<file path="config.mk">
export PLATFORM = sky130hd
export DESIGN_NAME = card_buf_pair
export DESIGN_NICKNAME = d
export VERILOG_FILES = /design/src/rtl/card_buf_pair.sv
export SDC_FILE = /design/constraint.sdc
export NUM_CORES = 2
export LEC_CHECK = 0
export BUFFER_PORTS_ARGS = -buffer_cell sky130_fd_sc_hd__buf_2
export CAP_MARGIN = 20
export CORE_ASPECT_RATIO = 2
export CORE_MARGIN = 5
export CORE_UTILIZATION = 40
export DETAILED_ROUTE_END_ITERATION = 8
export PLACE_DENSITY = 0.53
export SYNTH_ARGS = -nofsm -noshare
export SYNTH_HDL_FRONTEND = slang
export SYNTH_SLANG_ARGS = --single-unit
</file>
<file path="constraint.sdc">
create_clock -name clk -period 3 [get_ports clk]
set_clock_uncertainty 0.1 [all_clocks]
set_input_delay 0.45 -clock clk [delete_from_list [all_inputs] [get_ports clk]]
set_output_delay 0.45 -clock clk [all_outputs]
set_load 0.02 [all_outputs]
</file>
<file path="src/rtl/card_buf_pair.sv">
module card_buf_pair #(
  parameter int COLS = 80,
  parameter int W    = 12,
  parameter int ACC  = 3,
  parameter int AW   = $clog2(COLS)
) (
  input  logic          clk,
  input  logic          rst_n,
  input  logic          push_req,
  input  logic [AW-1:0] push_col,
  input  logic [W-1:0]  push_data,
  output logic          push_ack,
  input  logic          crd_req,
  input  logic [AW-1:0] crd_col,
  output logic [W-1:0]  crd_data,
  output logic          crd_ack,
  input  logic          cwr_req,
  input  logic [AW-1:0] cwr_col,
  input  logic [W-1:0]  cwr_data,
  output logic          cwr_ack,
  input  logic          fetch_req,
  input  logic [AW-1:0] fetch_col,
  output logic [W-1:0]  fetch_data,
  output logic          fetch_ack,
  input  logic          copy_start,
  output logic          copy_done
);

  localparam int CW = (ACC > 1) ? $clog2(ACC) : 1;
  localparam logic [CW-1:0] CLAST = CW'(ACC - 1);
  localparam logic [AW-1:0] LASTC = AW'(COLS - 1);
  localparam logic [5:0] WE_MAP = 6'b011_100;

  localparam logic [1:0] S_IDLE = 2'd0, S_SET = 2'd1, S_STB = 2'd2, S_DONE = 2'd3;
  localparam logic [1:0] C_IDLE = 2'd0, C_RD = 2'd1, C_WR = 2'd2;

  logic [1:0]    cst;
  logic [AW-1:0] ccol;
  logic [W-1:0]  hold;
  logic          cdone_q;

  logic [2:0]    breq [2];
  logic [AW-1:0] badr [2][3];
  logic [W-1:0]  bwd  [2][3];
  logic [2:0]    back [2];
  logic [W-1:0]  brd  [2];
  logic [1:0]    bcopy;

  assign breq[0]    = {push_req, crd_req, cst == C_RD};
  assign badr[0][0] = ccol;
  assign badr[0][1] = crd_col;
  assign badr[0][2] = push_col;
  assign bwd[0][0]  = '0;
  assign bwd[0][1]  = '0;
  assign bwd[0][2]  = push_data;

  assign breq[1]    = {fetch_req, cwr_req, cst == C_WR};
  assign badr[1][0] = ccol;
  assign badr[1][1] = cwr_col;
  assign badr[1][2] = fetch_col;
  assign bwd[1][0]  = hold;
  assign bwd[1][1]  = cwr_data;
  assign bwd[1][2]  = '0;

  assign push_ack   = back[0][2];
  assign crd_ack    = back[0][1];
  assign crd_data   = brd[0];
  assign cwr_ack    = back[1][1];
  assign fetch_ack  = back[1][2];
  assign fetch_data = brd[1];
  assign copy_done  = cdone_q;

  for (genvar b = 0; b < 2; b++) begin : g_buf
    logic [1:0]    st;
    logic [2:0]    own;
    logic [CW-1:0] cnt;
    logic [AW-1:0] adr;
    logic [W-1:0]  wd;
    logic [W-1:0]  rd;
    logic          we;
    logic [2:0]    pick;
    logic [AW-1:0] sel_adr;
    logic [W-1:0]  sel_wd;
    logic [W-1:0]  mem [COLS];
    logic [7:0]    blen;

    assign pick    = breq[b] & (~breq[b] + 3'd1);
    assign sel_adr = pick[0] ? badr[b][0] : (pick[1] ? badr[b][1] : badr[b][2]);
    assign sel_wd  = pick[0] ? bwd[b][0]  : (pick[1] ? bwd[b][1]  : bwd[b][2]);
    assign back[b] = (st == S_DONE) ? own : 3'b000;
    assign brd[b]  = rd;
    assign bcopy[b] = (st != S_IDLE) && own[0];

    always_ff @(posedge clk) begin
      if (!rst_n) begin
        st  <= S_IDLE;
        own <= '0;
        cnt <= '0;
        adr <= '0;
        wd  <= '0;
        we  <= 1'b0;
        rd  <= '0;
      end else begin
        case (st)
          S_IDLE: if (|breq[b]) begin
            own <= pick;
            adr <= sel_adr;
            wd  <= sel_wd;
            we  <= |(pick & WE_MAP[b*3 +: 3]);
            st  <= S_SET;
          end
          S_SET: begin
            cnt <= '0;
            st  <= S_STB;
          end
          S_STB: if (cnt == CLAST) begin
            st <= S_DONE;
            if (!we) rd <= (adr <= LASTC) ? mem[adr] : '0;
          end else begin
            cnt <= cnt + 1'b1;
          end
          default: st <= S_IDLE;
        endcase
      end
    end

    always_ff @(posedge clk) begin
      if (st == S_STB && cnt == CLAST && we && adr <= LASTC) mem[adr] <= wd;
    end

    always_ff @(posedge clk) begin
      if (!rst_n || st == S_IDLE) blen <= '0;
      else if (blen != 8'hff) blen <= blen + 8'd1;
    end

    a_r8_no_stall: assert property (@(posedge clk) disable iff (!rst_n)
      blen <= 8'(ACC + 2));
    a_r4_ack_pulse: assert property (@(posedge clk) disable iff (!rst_n)
      (back[b] != 3'b000) |=> (back[b] == 3'b000));
    a_r7_copy_first: assert property (@(posedge clk) disable iff (!rst_n)
      (st == S_IDLE && breq[b][0]) |=> (own == 3'b001));
    a_r7_second_slot: assert property (@(posedge clk) disable iff (!rst_n)
      (st == S_IDLE && !breq[b][0] && breq[b][1]) |=> (own == 3'b010));
    a_r9_oor_zero: assert property (@(posedge clk) disable iff (!rst_n)
      (st == S_DONE && !we && adr > LASTC) |-> (rd == '0));
  end

  always_ff @(posedge clk) begin
    if (!rst_n) begin
      cst     <= C_IDLE;
      ccol    <= '0;
      hold    <= '0;
      cdone_q <= 1'b0;
    end else begin
      cdone_q <= 1'b0;
      case (cst)
        C_IDLE: if (copy_start) begin
          ccol <= '0;
          cst  <= C_RD;
        end
        C_RD: if (back[0][0]) begin
          hold <= brd[0];
          cst  <= C_WR;
        end
        C_WR: if (back[1][0]) begin
          if (ccol == LASTC) begin
            cst     <= C_IDLE;
            cdone_q <= 1'b1;
          end else begin
            ccol <= ccol + 1'b1;
            cst  <= C_RD;
          end
        end
        default: cst <= C_IDLE;
      endcase
    end
  end

  a_r5_split: assert property (@(posedge clk) disable iff (!rst_n)
    !(bcopy[0] && bcopy[1]));
  a_r6_done_pulse: assert property (@(posedge clk) disable iff (!rst_n)
    copy_done |=> !copy_done);

endmodule

</file>
# --- Yosys cells after proc, flatten, opt, wreduce, memory -nomap -nowiden ---
# Memory sizes are Yosys's and may differ from the RTL's. A register that Yosys moved wholly into a read port is not among the register bits.
# Cells that the tools add are included.
totals:
  register_bits: 100
  ram_bits: 1920
  wordCells: 121
  memories: 2
  input_bits: 59
mem_list:
  columns: ["name", "depth", "width", "rd", "rd_ports_with_merged_regs", "wr", "line_no", "source"]
  rows:
  - ["g_buf[0].mem", 80, 12, 1, 1, 1, "84", "logic [W-1:0] mem [COLS];"]
  - ["g_buf[1].mem", 80, 12, 1, 1, 1, "84", null]
op_classes:
  n_reduce_logical: 27
  n_eq_ne: 21
  add_sub_neg: 5
  bitwise: 6
  n_mux: 40
  order_cmp: 2
op_table:
  columns: ["cell", "count"]
  rows:
  - ["7-bit two-way mux", 11]
  - ["12-bit two-way mux", 6]
  - ["2-bit two-way mux", 9]
  - ["2-bit one-hot mux with 3 select lines", 3]
  - ["2-bit equality test (second input constant)", 7]
  - ["7-bit less-or-equal comparator (second input constant)", 2]
  - ["2-bit != test (second input constant)", 7]
  - ["7-bit one-hot mux with 2 select lines", 1]
  - ["2-bit AND reduction", 7]
  - ["3-bit AND reduction", 4]
  - ["2-bit one-hot mux with 2 select lines", 2]
  - ["7-bit by 1-bit adder with 7-bit output (second input constant)", 1]
  - ["7-bit equality test (second input constant)", 1]
  - ["3-bit by 1-bit adder with 3-bit output (second input constant)", 2]
  - ["3-bit bitwise AND", 2]
  - ["2-bit by 1-bit equality test with 1-bit output (second input constant)", 3]
  - ["1-bit logical AND", 6]
  - ["2-bit zero test", 3]
  - ["1-bit two-way mux", 6]
  - ["3-bit two-way mux", 2]
  - ["2-bit by 1-bit != test with 1-bit output (second input constant)", 3]
  - ["3-bit NOT", 2]
  - ["2-bit nonzero test", 3]
  - ["3-bit OR reduction", 2]
  - ["other kinds (4)", 6]

# --- Depth between registers and ports, before layout ---
depth:
  depth_word: 8
  mapped_depth: 12
  depth_no_buf: 8

# --- Least setup slack after synthesis ---
# Ideal clock, no wire load.
synth_timing:
  path_kind: "register to register"
  from: "register g_buf[1].st[0]"
  to: "memory g_buf[1].mem[30][0] (enable)"
  setup_time_ns: 0.380
  required_time_ns: 2.520
  arrival_time_ns: 2.118
  setup_slack_ns: 0.402
  stages_incl_launch_ff: 7
  path_cell_list: "dfxtp_1 inv_1 ha_1 nand2_1 nor4b_1 nand3_1 nor2_1"
synth_via:
  elab_chain_cells: 6
synth_rtl:
  columns: ["element", "line_no", "source"]
  rows:
  - ["start: declaration", "74", "logic [1:0] st;"]
  - ["start signal: assignment", "96", "st <= S_IDLE;"]
  - ["start signal: assignment", "110", "st <= S_SET;"]
  - ["start signal: assignment", "114", "st <= S_STB;"]
  - ["2-bit equality test", "128", "if (st == S_STB && cnt == CLAST && we && adr <= LASTC) mem[adr] <= wd;"]
  - ["1-bit logical AND (3 in a row)", "128", null]
  - ["1-bit two-way mux", "128", null]
  - ["1-bit two-way mux (implied by the code)", "128", null]
  - ["end: declaration", "84", null]
# No other way between the ends.

==> flow_metrics.py <==
metrics = {
    "yosys": {
        "netlist_top_cells_count": "sky130_fd_sc_hd__edfxtp_1 (1920), sky130_fd_sc_hd__mux4_2 (474), sky130_fd_sc_hd__nor2_1 (213)",
        "synth_top_area_share_pct": 73.1,
        "synthesized_net_count": 3903,
        "synthDistinctLibCells": 61,
        "synth_area_um2": 78900,
        "yosys_warnings": 0,
        "synth_area_leader_cell": "sky130_fd_sc_hd__edfxtp_1",
        "ys_seq_area_share_pct": 75.9,
        "postSynthRegisterBits": 2033,
        "synth_edf_count": 1920,
        "synthesis.instances": 3833,
        "syn_avg_cell_area_um2": 20.6,
        "synth_async_sr_flop_share_pct": 0,
        "yosys_most_used_dff": "sky130_fd_sc_hd__edfxtp_1",
        "most_frequently_used_cell_type_in_the_post_synthesis_netlist": "sky130_fd_sc_hd__edfxtp_1",
        "netlist_top_cells_area": "sky130_fd_sc_hd__edfxtp_1 (73%), sky130_fd_sc_hd__mux4_2 (14%), sky130_fd_sc_hd__dfxtp_1 (2.9%)",
    },
    "sta": {
        "final.period_utilization_pct": 97.7,
        "remaining_max_slew_budget_at_the_tightest_pin_pct": 31.5,
        "timing_hold_violations_final": 0,
        "worstMarginPinSlew_ns": 1.03,
        "final.hold.worst_slack_ns": 0.0757,
        "fmax_mhz": 341,
        "setup-violations-final": 0,
        "unrepaired_setup_endpoints_after_global_routing": "no",
        "shortest_period_the_worst_path_allows_ns": 2.93,
        "timing_max_transition_violations_final": 0,
    },
    "final_layout": {
        "layout-area-overhead-vs-synth_pct": 16.8,
        "filler_cell_count": 16518,
        "finalInstanceArea_um2": 92100,
        "fin_nets": 4492,
        "drive_above_1_share_pct": 30.6,
    },
    "placement": {
        "globalplace.congestion": 0.911,
        "detailed_place_hpwl_um": 153000,
        "port_buffers": 87,
        "cell_area_after_placement_um2": 85800,
    },
    "floorplanning": {
        "die_y_um": 638,
        "design.portCount": 88,
        "die_area_um2": 207000,
        "initial_core_util_pct": 40.2,
        "fp-row-count": 230,
        "chipWidth_um": 324,
        "core-area_um2": 196000,
    },
    "cts": {
        "ctsHtreeMaxLevel": 4,
        "numCtsBuffers": 186,
        "clk_transition_reported_paths_ns": 0.07,
        "cts-root-buf": "sky130_fd_sc_hd__clkbuf_16",
        "tritoncts": "yes",
        "cts.sink_count": 2033,
        "cts_max_path_buffers": 4,
        "clk_latency_ns": 0.83,
    },
    "outcome": {
        "outcome": "finished, final reports clean",
    },
    "run": {
        "maxCapViolCount": 0,
    },
    "hold_path": {
        "timing.hold.worst.class": "primary input to flop",
    },
    "critical_path": {
        "worst_setup_path_class": "flop to flop",
        "critical_path.startpoint_type": "flop",
        "reg2reg_setup_slack_ns": 0.07,
        "worstPathMaxFanout": 17,
        "crit_path_end_kind": "flop",
        "timing.critical_path.arrival_ns": 3.55,
        "worst-endpoint-required_ns": 3.61,
    },
    "global_route": {
        "grt_start_max_net_pins": 82,
        "number_of_antenna_violations_at_the_first_check_in_global_routing": 1,
        "number_of_global_route_vias_before_repair": 41875,
        "grt.overflow.total": 0,
        "grt_pass1_wl_um": 311000,
        "groute.usage.overall_pct": 21.2,
    },
    "route": {
        "ant_nets": 0,
        "detail_route.vias_per_cell": 5.57,
        "drt_initial_violations": 3156,
        "drt_drc_violations_left": 0,
        "route.vias.total": 39626,
        "wl_per_cell_um": 30.9,
        "drt-total-wl_um": 220000,
        "drtPass1Iterations": 6,
    },
    "pwr": {
        "vdd_ir_drop_max_v": 0.000417,
        "power_leakage_nw": 29.4,
        "powerDensity_nw_per_um2": 760,
    },
}
==> critical path, cell delays in order, from the launching register on <==
cell                       delay (ns)
sky130_fd_sc_hd__dfxtp_4         0.45
sky130_fd_sc_hd__buf_4           0.21
sky130_fd_sc_hd__buf_12          0.21
sky130_fd_sc_hd__buf_12          0.23
sky130_fd_sc_hd__mux4_2          0.55
sky130_fd_sc_hd__mux2i_2         0.34
sky130_fd_sc_hd__a211oi_1        0.22
sky130_fd_sc_hd__a211oi_1        0.31
sky130_fd_sc_hd__buf_4           0.16
sky130_fd_sc_hd__o21ai_1         0.04
==> repair_timing <==
action	4_1_cts	5_1_grt
gates resized for setup	17	7
hold endpoints to repair	27	0
cloned	0	1
setup endpoints to repair	10	18
hold buffers	25	0
buffers inserted	10	0
==> path summary, 6_finish.rpt <==
check | depth (start not counted) | startpoint | to
hold reg to reg | 2 | fetch_data[2]$_SDFFE_PN0P_ | fetch_data[2]$_SDFFE_PN0P_
setup / recovery | 9 | flop | fetch_data[1]$_SDFFE_PN0P_
hold / removal | 4 | push_req | g_buf[0].own[1]$_SDFFE_PN0N_
setup reg to reg | 9 | flop | fetch_data[1]$_SDFFE_PN0P_
==> cell usage in the layout, fill, tap and decap left out, types with 10 or more instances in the layout <==
master,n
sky130_fd_sc_hd__clkbuf_16,189
sky130_fd_sc_hd__ha_1,11
sky130_fd_sc_hd__nor2_1,213
sky130_fd_sc_hd__o31ai_1,10
sky130_fd_sc_hd__o22ai_1,26
sky130_fd_sc_hd__clkinvlp_4,11
sky130_fd_sc_hd__dlygate4sd3_1,25
sky130_fd_sc_hd__a22oi_1,53
sky130_fd_sc_hd__o21ai_0,22
sky130_fd_sc_hd__nand2_1,157
sky130_fd_sc_hd__or3_1,10
sky130_fd_sc_hd__edfxtp_1,1920
sky130_fd_sc_hd__dfxtp_1,82
sky130_fd_sc_hd__buf_4,430
sky130_fd_sc_hd__mux2i_1,170
sky130_fd_sc_hd__inv_1,10
sky130_fd_sc_hd__nand2b_1,25
sky130_fd_sc_hd__o211a_1,12
sky130_fd_sc_hd__mux4_2,474
sky130_fd_sc_hd__clkinv_1,37
sky130_fd_sc_hd__nand3_1,50
sky130_fd_sc_hd__nor3_1,12
sky130_fd_sc_hd__nor2b_1,62
sky130_fd_sc_hd__o221ai_1,16
sky130_fd_sc_hd__buf_12,60
sky130_fd_sc_hd__mux2_2,23
sky130_fd_sc_hd__bufinv_16,15
sky130_fd_sc_hd__a211oi_1,30
sky130_fd_sc_hd__dfxtp_2,25
sky130_fd_sc_hd__and2_1,12
sky130_fd_sc_hd__a21boi_0,24
sky130_fd_sc_hd__clkinv_2,30
sky130_fd_sc_hd__buf_2,89
sky130_fd_sc_hd__a21oi_1,47
sky130_fd_sc_hd__o21ai_1,10
sky130_fd_sc_hd__clkbuf_1,35
==> area by class of cell <==
class	instances	area [um2]	share of cell area [%]
tap	2552	3190	3.47
timing repair buffer	606	5180	5.62
antenna	2	5.00	0.00543
multi-input combinational	1585	18000	19.5
clock inverter	102	911	0.989
sequential	2033	60000	65.1
clock buffer	227	4890	5.31
inverter	10	37.5	0.0407
==> per-layer routing <==
layer  vias up  GRT usage, %  share of wire (%)
li1      16965             -                  -
met1     21165          22.6                 34
met2      1092          40.3                 56
met3       404          2.33                3.7
met4         0          11.6                6.7
met5         -             0                  0
==> power breakdown <==
part	switching (mW)	total [mW]	leakage, nW	internal, mW
Combinational	7.64	13.2	8.02	5.55
Sequential	0.907	33.5	18.5	32.6
Clock	10.4	23.3	2.82	12.9
Total	18.9	70.0	29.4	51.1
==> flip-flops by register name, indices dropped and copies added, names as in the netlist, named ones only <==
| name | flops |
|---|---|
| ccol | 7 |
| copy_done | 1 |
| crd_data | 12 |
| cst | 2 |
| fetch_data | 12 |
| g_buf.adr | 14 |
| g_buf.cnt | 4 |
| g_buf.mem | 1920 |
| g_buf.own | 6 |
| g_buf.st | 4 |
| g_buf.wd | 24 |
| g_buf.we | 1 |
| hold | 12 |
==> cell families after synthesis <==
family	Yosys count	synth area share, %
compound gates	314	2.83
xor+xnor	5	0.0555
fa+ha+maj	11	0.174
buf+inv	215	1.50
flops	2033	75.9
mux	677	16.1
simple gates	578	3.35
==> stage by stage <==
stage	TNS, ns	worst slack, ns	power, mW	utilization (%)	instances
6_report	0	0.0680	70.0	46.9	7117
5_1_grt	0	0.0134	72.4	46.9	7116
4_1_cts	0	0.0339	70.7	46.9	7114
3_5_place_dp	-1.57	-0.516	47.4	43.7	6750
3_3_place_gp	-5.27	-1.07	47.2	43.7	6748
2_1_floorplan	0	0.402	41.3	-	3833
(Power assumes the default switching activity.)
